### src/rtl/sr_fifo_pkg.sv
package sr_fifo_pkg;

    typedef enum logic [1:0] {
        FILL_EMPTY   = 2'd0,
        FILL_PARTIAL = 2'd1,
        FILL_FULL    = 2'd2
    } fill_t;

    typedef enum logic [1:0] {
        OP_HOLD  = 2'd0,
        OP_PUSH  = 2'd1,
        OP_POP   = 2'd2,
        OP_CLEAR = 2'd3
    } op_t;

endpackage

### src/rtl/sr_fifo_ctrl.sv
module sr_fifo_ctrl
    import sr_fifo_pkg::*;
#(
    parameter int DEPTH       = 8,
    parameter int CW          = 4,
    parameter bit ASYNC_RESET = 1'b1
) (
    input  logic          tick,
    input  logic          rst_act,
    input  logic          ce_act,
    input  logic          we_act,
    input  logic          re_act,
    output op_t           op,
    output logic [CW-1:0] count,
    output fill_t         fill
);

    localparam logic [CW-1:0] ONE   = CW'(1);
    localparam logic [CW-1:0] TOPM1 = CW'(DEPTH - 1);
    localparam bit            SINGLE = (DEPTH == 1);

    logic [CW-1:0] count_q, count_nx;
    fill_t         fill_q, fill_nx;

    // operation select: write wins over read
    always_comb begin
        if (rst_act) begin
            op = (!ASYNC_RESET && ce_act) ? OP_CLEAR : OP_HOLD;
        end else if (!ce_act) begin
            op = OP_HOLD;
        end else if (we_act) begin
            op = (fill_q == FILL_FULL) ? OP_HOLD : OP_PUSH;
        end else if (re_act) begin
            op = (fill_q == FILL_EMPTY) ? OP_HOLD : OP_POP;
        end else begin
            op = OP_HOLD;
        end
    end

    // next occupancy
    always_comb begin
        unique case (op)
            OP_PUSH:  count_nx = count_q + ONE;
            OP_POP:   count_nx = count_q - ONE;
            OP_CLEAR: count_nx = '0;
            default:  count_nx = count_q;
        endcase
    end

    // fill-state transitions
    always_comb begin
        fill_nx = fill_q;
        if (op == OP_CLEAR) begin
            fill_nx = FILL_EMPTY;
        end else begin
            unique case (fill_q)
                FILL_EMPTY: begin
                    if (op == OP_PUSH) fill_nx = SINGLE ? FILL_FULL : FILL_PARTIAL;
                end
                FILL_PARTIAL: begin
                    if (op == OP_PUSH && count_q == TOPM1) fill_nx = FILL_FULL;
                    else if (op == OP_POP && count_q == ONE) fill_nx = FILL_EMPTY;
                end
                FILL_FULL: begin
                    if (op == OP_POP) fill_nx = SINGLE ? FILL_EMPTY : FILL_PARTIAL;
                end
                default: fill_nx = FILL_EMPTY;
            endcase
        end
    end

    generate
        if (ASYNC_RESET) begin : g_async
            always_ff @(posedge tick or posedge rst_act) begin
                if (rst_act) begin
                    count_q <= '0;
                    fill_q  <= FILL_EMPTY;
                end else begin
                    count_q <= count_nx;
                    fill_q  <= fill_nx;
                end
            end
        end else begin : g_sync
            always_ff @(posedge tick) begin
                count_q <= count_nx;
                fill_q  <= fill_nx;
            end
        end
    endgenerate

    assign count = count_q;
    assign fill  = fill_q;

endmodule

### src/rtl/sr_fifo_store.sv
module sr_fifo_store
    import sr_fifo_pkg::*;
#(
    parameter int DEPTH = 8,
    parameter int WIDTH = 8,
    parameter int CW    = 4
) (
    input  logic             tick,
    input  op_t              op,
    input  logic [CW-1:0]    count,
    input  logic [WIDTH-1:0] din,
    output logic [WIDTH-1:0] dout
);

    // DEPTH+1 slots; the top one is a spare that never receives a word
    logic [WIDTH-1:0] slot [DEPTH+1];

    generate
        for (genvar i = 0; i <= DEPTH; i++) begin : g_slot
            if (i < DEPTH) begin : g_shift
                always_ff @(posedge tick) begin
                    if (op == OP_PUSH && count == CW'(i)) slot[i] <= din;
                    else if (op == OP_POP) slot[i] <= slot[i+1];
                end
            end else begin : g_spare
                always_ff @(posedge tick) begin
                    if (op == OP_PUSH && count == CW'(i)) slot[i] <= din;
                end
            end
        end
    endgenerate

    assign dout = slot[0];

endmodule

### src/rtl/sr_fifo_flags.sv
module sr_fifo_flags
    import sr_fifo_pkg::*;
#(
    parameter int CW       = 4,
    parameter int AE_LEVEL = 2,
    parameter int AF_LEVEL = 6
) (
    input  logic [CW-1:0] count,
    input  fill_t         fill,
    output logic          empty,
    output logic          full,
    output logic          almost_empty,
    output logic          almost_full
);

    localparam logic [CW-1:0] AE_C = CW'(AE_LEVEL);
    localparam logic [CW-1:0] AF_C = CW'(AF_LEVEL);

    always_comb begin
        empty        = (fill == FILL_EMPTY);
        full         = (fill == FILL_FULL);
        almost_empty = (count <= AE_C);
        almost_full  = (count >= AF_C);
    end

endmodule

### src/rtl/sr_fifo.sv
module sr_fifo
    import sr_fifo_pkg::*;
#(
    parameter int DEPTH        = 8,
    parameter int WIDTH        = 8,
    parameter int AE_LEVEL     = 2,
    parameter int AF_LEVEL     = 6,
    parameter bit FALLING_EDGE = 1'b0,
    parameter bit ACTIVE_LOW   = 1'b0,
    parameter bit ASYNC_RESET  = 1'b1
) (
    input  logic             clk,
    input  logic             rst,
    input  logic             clk_en,
    input  logic             wr_en,
    input  logic             rd_en,
    input  logic [WIDTH-1:0] din,
    output logic [WIDTH-1:0] dout,
    output logic             empty,
    output logic             full,
    output logic             almost_empty,
    output logic             almost_full
);

    localparam int CW = $clog2(DEPTH + 1);

    logic          tick, rst_act, ce_act, we_act, re_act;
    op_t           op;
    logic [CW-1:0] count;
    fill_t         fill;

    assign tick    = clk    ^ FALLING_EDGE;
    assign rst_act = rst    ^ ACTIVE_LOW;
    assign ce_act  = clk_en ^ ACTIVE_LOW;
    assign we_act  = wr_en  ^ ACTIVE_LOW;
    assign re_act  = rd_en  ^ ACTIVE_LOW;

    sr_fifo_ctrl #(.DEPTH(DEPTH), .CW(CW), .ASYNC_RESET(ASYNC_RESET)) u_ctrl (
        .tick(tick), .rst_act(rst_act), .ce_act(ce_act),
        .we_act(we_act), .re_act(re_act),
        .op(op), .count(count), .fill(fill)
    );

    sr_fifo_store #(.DEPTH(DEPTH), .WIDTH(WIDTH), .CW(CW)) u_store (
        .tick(tick), .op(op), .count(count), .din(din), .dout(dout)
    );

    sr_fifo_flags #(.CW(CW), .AE_LEVEL(AE_LEVEL), .AF_LEVEL(AF_LEVEL)) u_flags (
        .count(count), .fill(fill),
        .empty(empty), .full(full),
        .almost_empty(almost_empty), .almost_full(almost_full)
    );

endmodule

### config.mk
export PLATFORM = sky130hd
export DESIGN_NAME = sr_fifo
export DESIGN_NICKNAME = d
export VERILOG_FILES = /design/src/rtl/sr_fifo_pkg.sv /design/src/rtl/sr_fifo_ctrl.sv /design/src/rtl/sr_fifo_store.sv /design/src/rtl/sr_fifo_flags.sv /design/src/rtl/sr_fifo.sv
export SDC_FILE = /design/constraint.sdc
export NUM_CORES = 1
export LEC_CHECK = 0
export ABC_CLOCK_PERIOD_IN_PS = 1650
export CAP_MARGIN = 15
export CORE_AREA = 8 8 93 116
export DETAILED_ROUTE_END_ITERATION = 8
export DIE_AREA = 0 0 101 124
export DONT_BUFFER_PORTS = 1
export PLACE_DENSITY = 0.61
export SLEW_MARGIN = 20
export SYNTH_ARGS = -nofsm -noshare
export SYNTH_HDL_FRONTEND = slang
export SYNTH_SLANG_ARGS = --single-unit
### constraint.sdc
create_clock -name clk -period 1.65 [get_ports clk]
set_clock_uncertainty 0.05 [all_clocks]
set_input_delay 0.2475 -clock clk [delete_from_list [all_inputs] [get_ports clk]]
set_output_delay 0.2475 -clock clk [all_outputs]
set_load 0.02 [all_outputs]
# After elaboration in Yosys (flattened, before gate mapping)
# Memories as Yosys holds them, arrays and structs flattened.
# Cells that the tools add are included.
# W data, S select, Z words.
[classes] add_sub_neg=2 order_cmp=2 eq_ne=16 muxes=59 bitwise=8 reduce_logical=15
[op_table] cell="$mux W8" count=9
[op_table] cell="$mux W1" count=37
[op_table] cell="$mux W2" count=10
[op_table] cell="$eq A4 B3 Y1 const B" count=4
[op_table] cell="$pmux W4 S3" count=1
[op_table] cell="$logic_and A1 B1 Y1" count=10
[op_table] cell="$eq A4 B2 Y1 const B" count=2
[op_table] cell="$or A1 B1 Y1" count=8
[op_table] cell="$reduce_or A8 Y1" count=1
[op_table] cell="$eq A2 B2 Y1 const B" count=3
[op_table] cell="$ne A3 B1 Y1 const B" count=2
[op_table] cell="$pmux W2 S3" count=1
[op_table] cell="$add A4 B1 Y4 const B" count=1
[op_table] cell="$eq A2 B1 Y1 const B" count=2
[op_table] cell="$eq A4 B1 Y1 const B" count=1
[op_table] cell="$eq A4 B4 Y1 const B" count=1
[op_table] cell="$ge A4 B3 Y1 const B" count=1
[op_table] cell="$le A4 B2 Y1 const B" count=1
[op_table] cell="$logic_not A4 Y1" count=1
[op_table] cell="$mux W4" count=1
[op_table] cell="$ne A4 B1 Y1 const B" count=1
[op_table] cell="$sub A4 B1 Y4 const B" count=1
[op_table] cell="$reduce_and A3 Y1" count=1
[op_table] cell="$reduce_bool A3 Y1" count=1
[op_table] cell="$logic_not A2 Y1" count=1
[totals] reg_bits=6 ramBits=72 input_bits=13 output_inout_bits=12 wordCells=105 n_memories=1
[memory_table] memory="u_store.slot" words=9 word_bits=8 read_ports=9 rd_ports_with_merged_regs=0 write_ports=8 line_no="sr_fifo_store.sv:16" rtl="logic [WIDTH-1:0] slot [DEPTH+1];"

# Logic depth before layout (Yosys ltp)
[depth] word_depth=12 ltp_mapped=6 ltp_nobuf=5

# Modules after synthesis
# Synthesis repeated with hierarchy kept, for this count alone.
[unflattened] hier_cells=213 hier_area_um2=3756.1
[by_module_without_submodules] module="sr_fifo_store" n_inst=1 cells_each=169 area_per_inst_um2=3293.2 seq_area_each_um2=2162.1
[by_module_without_submodules] module="sr_fifo_ctrl" n_inst=1 cells_each=40 area_per_inst_um2=432.9 seq_area_each_um2=150.1
[by_module_without_submodules] module="sr_fifo_flags" n_inst=1 cells_each=4 area_per_inst_um2=30.0 seq_area_each_um2=0.0

# Least setup slack after synthesis
# No wires, ideal clock.
[synth_path] kind="flip-flop to flip-flop" startpoint="reg u_ctrl.count_q[0], in the netlist u_ctrl.count[0]" endpoint="mem u_store.slot[8][0], in the netlist u_store.slot[0][64], enable pin" setup_time_ps=383 arrival_ps=1394 required_ps=1217 setup_slack_ps=-178 stages_incl_launch_ff=5 n_path_buf=0 period_less_slack_ps=1828 cell_sequence="dfrtp_1 inv_1 ha_1 nand2_1 nor3_1"
[synth_rtl] element="start, declared" line_no="sr_fifo_ctrl.sv:22" rtl="logic [CW-1:0] count_q, count_nx;"
[synth_rtl] element="start signal, assigned" line_no="sr_fifo_ctrl.sv:79" rtl="count_q <= count_nx;"
[synth_rtl] element="end, declared" line_no="sr_fifo_store.sv:16"

# Worst setup path in the final report
[layout_path] startpoint="reg u_ctrl.count_q[0], in the netlist u_ctrl.count[0]" endpoint="out almost_empty"
[layout_via] elab_chain_cells=1
[layout_rtl] element="$le A4 B2 Y1" line_no="sr_fifo_flags.sv:22" rtl="almost_empty = (count <= AE_C);"
[layout_rtl] element="end, declared" line_no="sr_fifo.sv:21" rtl="output logic almost_empty,"
# No other way between the ends.

==> flow_summary.toml <==
[finish]
final_common_cell = "edfxtp_1"
seq_area_sq_um = 2310
drive_gt1_share_pct = 25.6
diodes = 0
fillCellCount = 823
syn2layout_area_growth_pct = 23.1
mostFrequentLayoutCells = "edfxtp_1, a21o_1, buf_4"
final_util_pct = 47.2
nets = 282
multi_input_area_sq_um = 1000

[global_routing]
grt_max_degree = 34
grt_pass1_wl_microns = 10000
grt_usage_pct = 10.7
first_global_vias = 1948
antenna_found_initial = 0
gr-total-overflow = 0

[clocking]
numCtsBuffers = 9
clock-sinks = 78
clkLatencyLatePin_ns = 0.32
path_clk_slew_ns = 0.05
cts_tree = "done"
cts_buffer_depth = 2
clock-root-buffer = "clkbuf_16"
htreeDepth = 3

[die]
die_h_microns = 124
die_w_microns = 101
initial_core_util_pct = 38.3
core-area_sq_um = 8980
rows = 39
pin_count = 25
die_area_sq_um = 12500

[synth]
ys_dominant_reg_cell = "edfxtp_1"
yosysSeqAreaShare_pct = 67.2
syn-mean-instance-area_sq_um = 14.7
synthCells = 234
synth_cell_types = 30
synth_seq_cells = 78
synth_area_sq_um = 3440
async_reset_ff_share_pct = 7.69
synth_edf_count = 72
syn_nets = 252
ys.warnings.count = 0

[sta]
tns_ns = 0
fin_crit_sh_pct = 97.5
setup_viol = 0
fmax_mhz = 622
relSlewSlack_pct = 75.2
rsz0062_at_grt = "true"
setup_ws_ns = 0.0412
slew_viol_final = 0
period_needed_ns = 1.61
hold_viol_final = 0
tightestPinTransition_ns = 0.371

[critical_path]
cpMaxStageDelayCell = "dfrtp_1"
crit_fanout = 4
crit_top_cell = "buf_4"
path_class = "reg -> out"
critPathTopFamily = "flip-flops"
rr_worst_depth = 5
crit_arrival_ns = 1.31
critPathRequiredTime_ns = 1.35
cp-end-kind = "output pin"
critical_path_buf_inv_count = 2
cp.depth = 3
start_kind = "register"
cpPeakStageDelay_ns = 0.41
path_cells = "buf_4 -> a211oi_2 -> buf_4"

[power_and_ir_drop]
powerDensity_nw_per_um2 = 1290
vdd_drop_max_v = 0.000532
power_leakage_nw = 1.82

[routing]
dr_total_vias = 1894
detail_route.wl_per_cell_microns = 16.1
routed_via_density = 4.87
wl_microns = 6260
drc = 0
first_pass_iters = 4
initialDrtViolationCount = 99
ant_nets = 0

[hold_path]
hold_path.class = "in -> reg"
hold_path_depth = 3

[job]
maxCapViolations = 0

[placement]
pre_cts_slack_ns = -0.0990
dpl.hpwl_microns = 4250
gp_congestion = 0.792
portBuffers = 0

[status]
status = "finished, final reports clean"
[flip-flops by register name, indices dropped and copies added, names as in the netlist]
signal and cells:
u_store.slot 72, u_ctrl.fill 2, u_ctrl.count 4
[logic make-up (layout without fill, tap and decap cells)]
family          after synthesis  after routing  synth area share [%]
compound gates               81             81                  17.6
xor+xnor                      3              3                 0.764
fa+ha+maj                     5              5                  1.82
buf+inv                      32             64                  5.97
flops                        78             78                  67.2
simple gates                 35             35                  6.62
[synthesized netlist by cell type, types with 2 or more instances]
master	n	share of area [%]
ha_1	5	1.8
buf_6	7	2.3
buf_2	2	0.29
xnor2_1	3	0.76
nor3_1	7	1.0
a211oi_1	2	0.44
clkbuf_1	10	1.1
nor2_1	3	0.33
o21ai_0	2	0.29
buf_4	8	1.7
nor2_2	2	0.36
dfrtp_1	6	4.4
nor2b_1	10	1.8
inv_1	4	0.44
a21o_1	70	15
edfxtp_1	72	63
o21ai_1	2	0.29
nand2_1	5	0.55
nand2b_1	3	0.55
[worst reg2reg max path: cells and delay by family (launching register included)]
family,cells,cell delay (ns)
buffers and inverters,2,0.32
AO/OA/AOI/OAI,1,0.19
flip-flops,1,0.39
AND/OR/NAND/NOR,2,0.39
[final timing paths]
| kind | startpoint | to | slack, ns |
|---|---|---|---|
| setup / recovery | u_ctrl.count[0] | almost_empty | 0.04 |
| hold / removal | wr_en | u_ctrl.fill[0] | 0.21 |
| setup reg to reg | u_ctrl.count[2] | u_store.slot[0][47] | 0.04 |
| hold reg to reg | u_store.slot[0][38] | u_store.slot[0][30] | 0.47 |
| max in group asynchronous | rst | u_ctrl.fill[1] | 1.11 |
| min in group asynchronous | rst | u_ctrl.count[2] | 0.24 |
[layout make-up]
class / instances / area share (%)
Timing Repair Buffer: 46 / 11.1
Inverter: 5 / 0.502
Clock buffer: 9 / 5.32
Clock inverter: 4 / 1.18
Sequential cell: 78 / 54.6
Tap cell: 123 / 3.63
Multi-Input combinational cell: 124 / 23.6
[per-layer routing]
metal,up-vias,global-route usage (%),wire (microns)
met3,12,2.35,221
met5,-,0,0
met2,33,16.3,2980
met1,932,13.5,2870
met4,0,7.28,180
li1,917,-,-
[through the flow]
step / hold WS [ns] / area (sq um) / std cells / total power, mW
after CTS: 0.200 / 4180 / 387 / 5.44
after global routing: 0.213 / 4230 / 389 / 5.67
after detailed placement: 0.0217 / 3780 / 364 / 3.49
final: 0.208 / 4230 / 389 / 5.44
after floorplan: -0.0115 / 3450 / 234 / 3.10
after global placement: 0.0239 / 3780 / 364 / 3.47
[what timing repair did]
action | CTS | global route
gates resized for setup | 10 | 7
hold buffers | 9 | 0
endpoints found under the hold margin | 14 | 0
buffers inserted | 1 | 2
endpoints found under the setup margin | 42 | 76
pin swaps | 1 | 3
[power breakdown]
| group | internal [mW] | switching [mW] |
|---|---|---|
| Clock | 1.14 | 0.711 |
| Combinational | 0.532 | 0.593 |
| Sequential | 2.36 | 0.105 |
| Total | 4.03 | 1.41 |
Power figures use the tool's default switching activity.
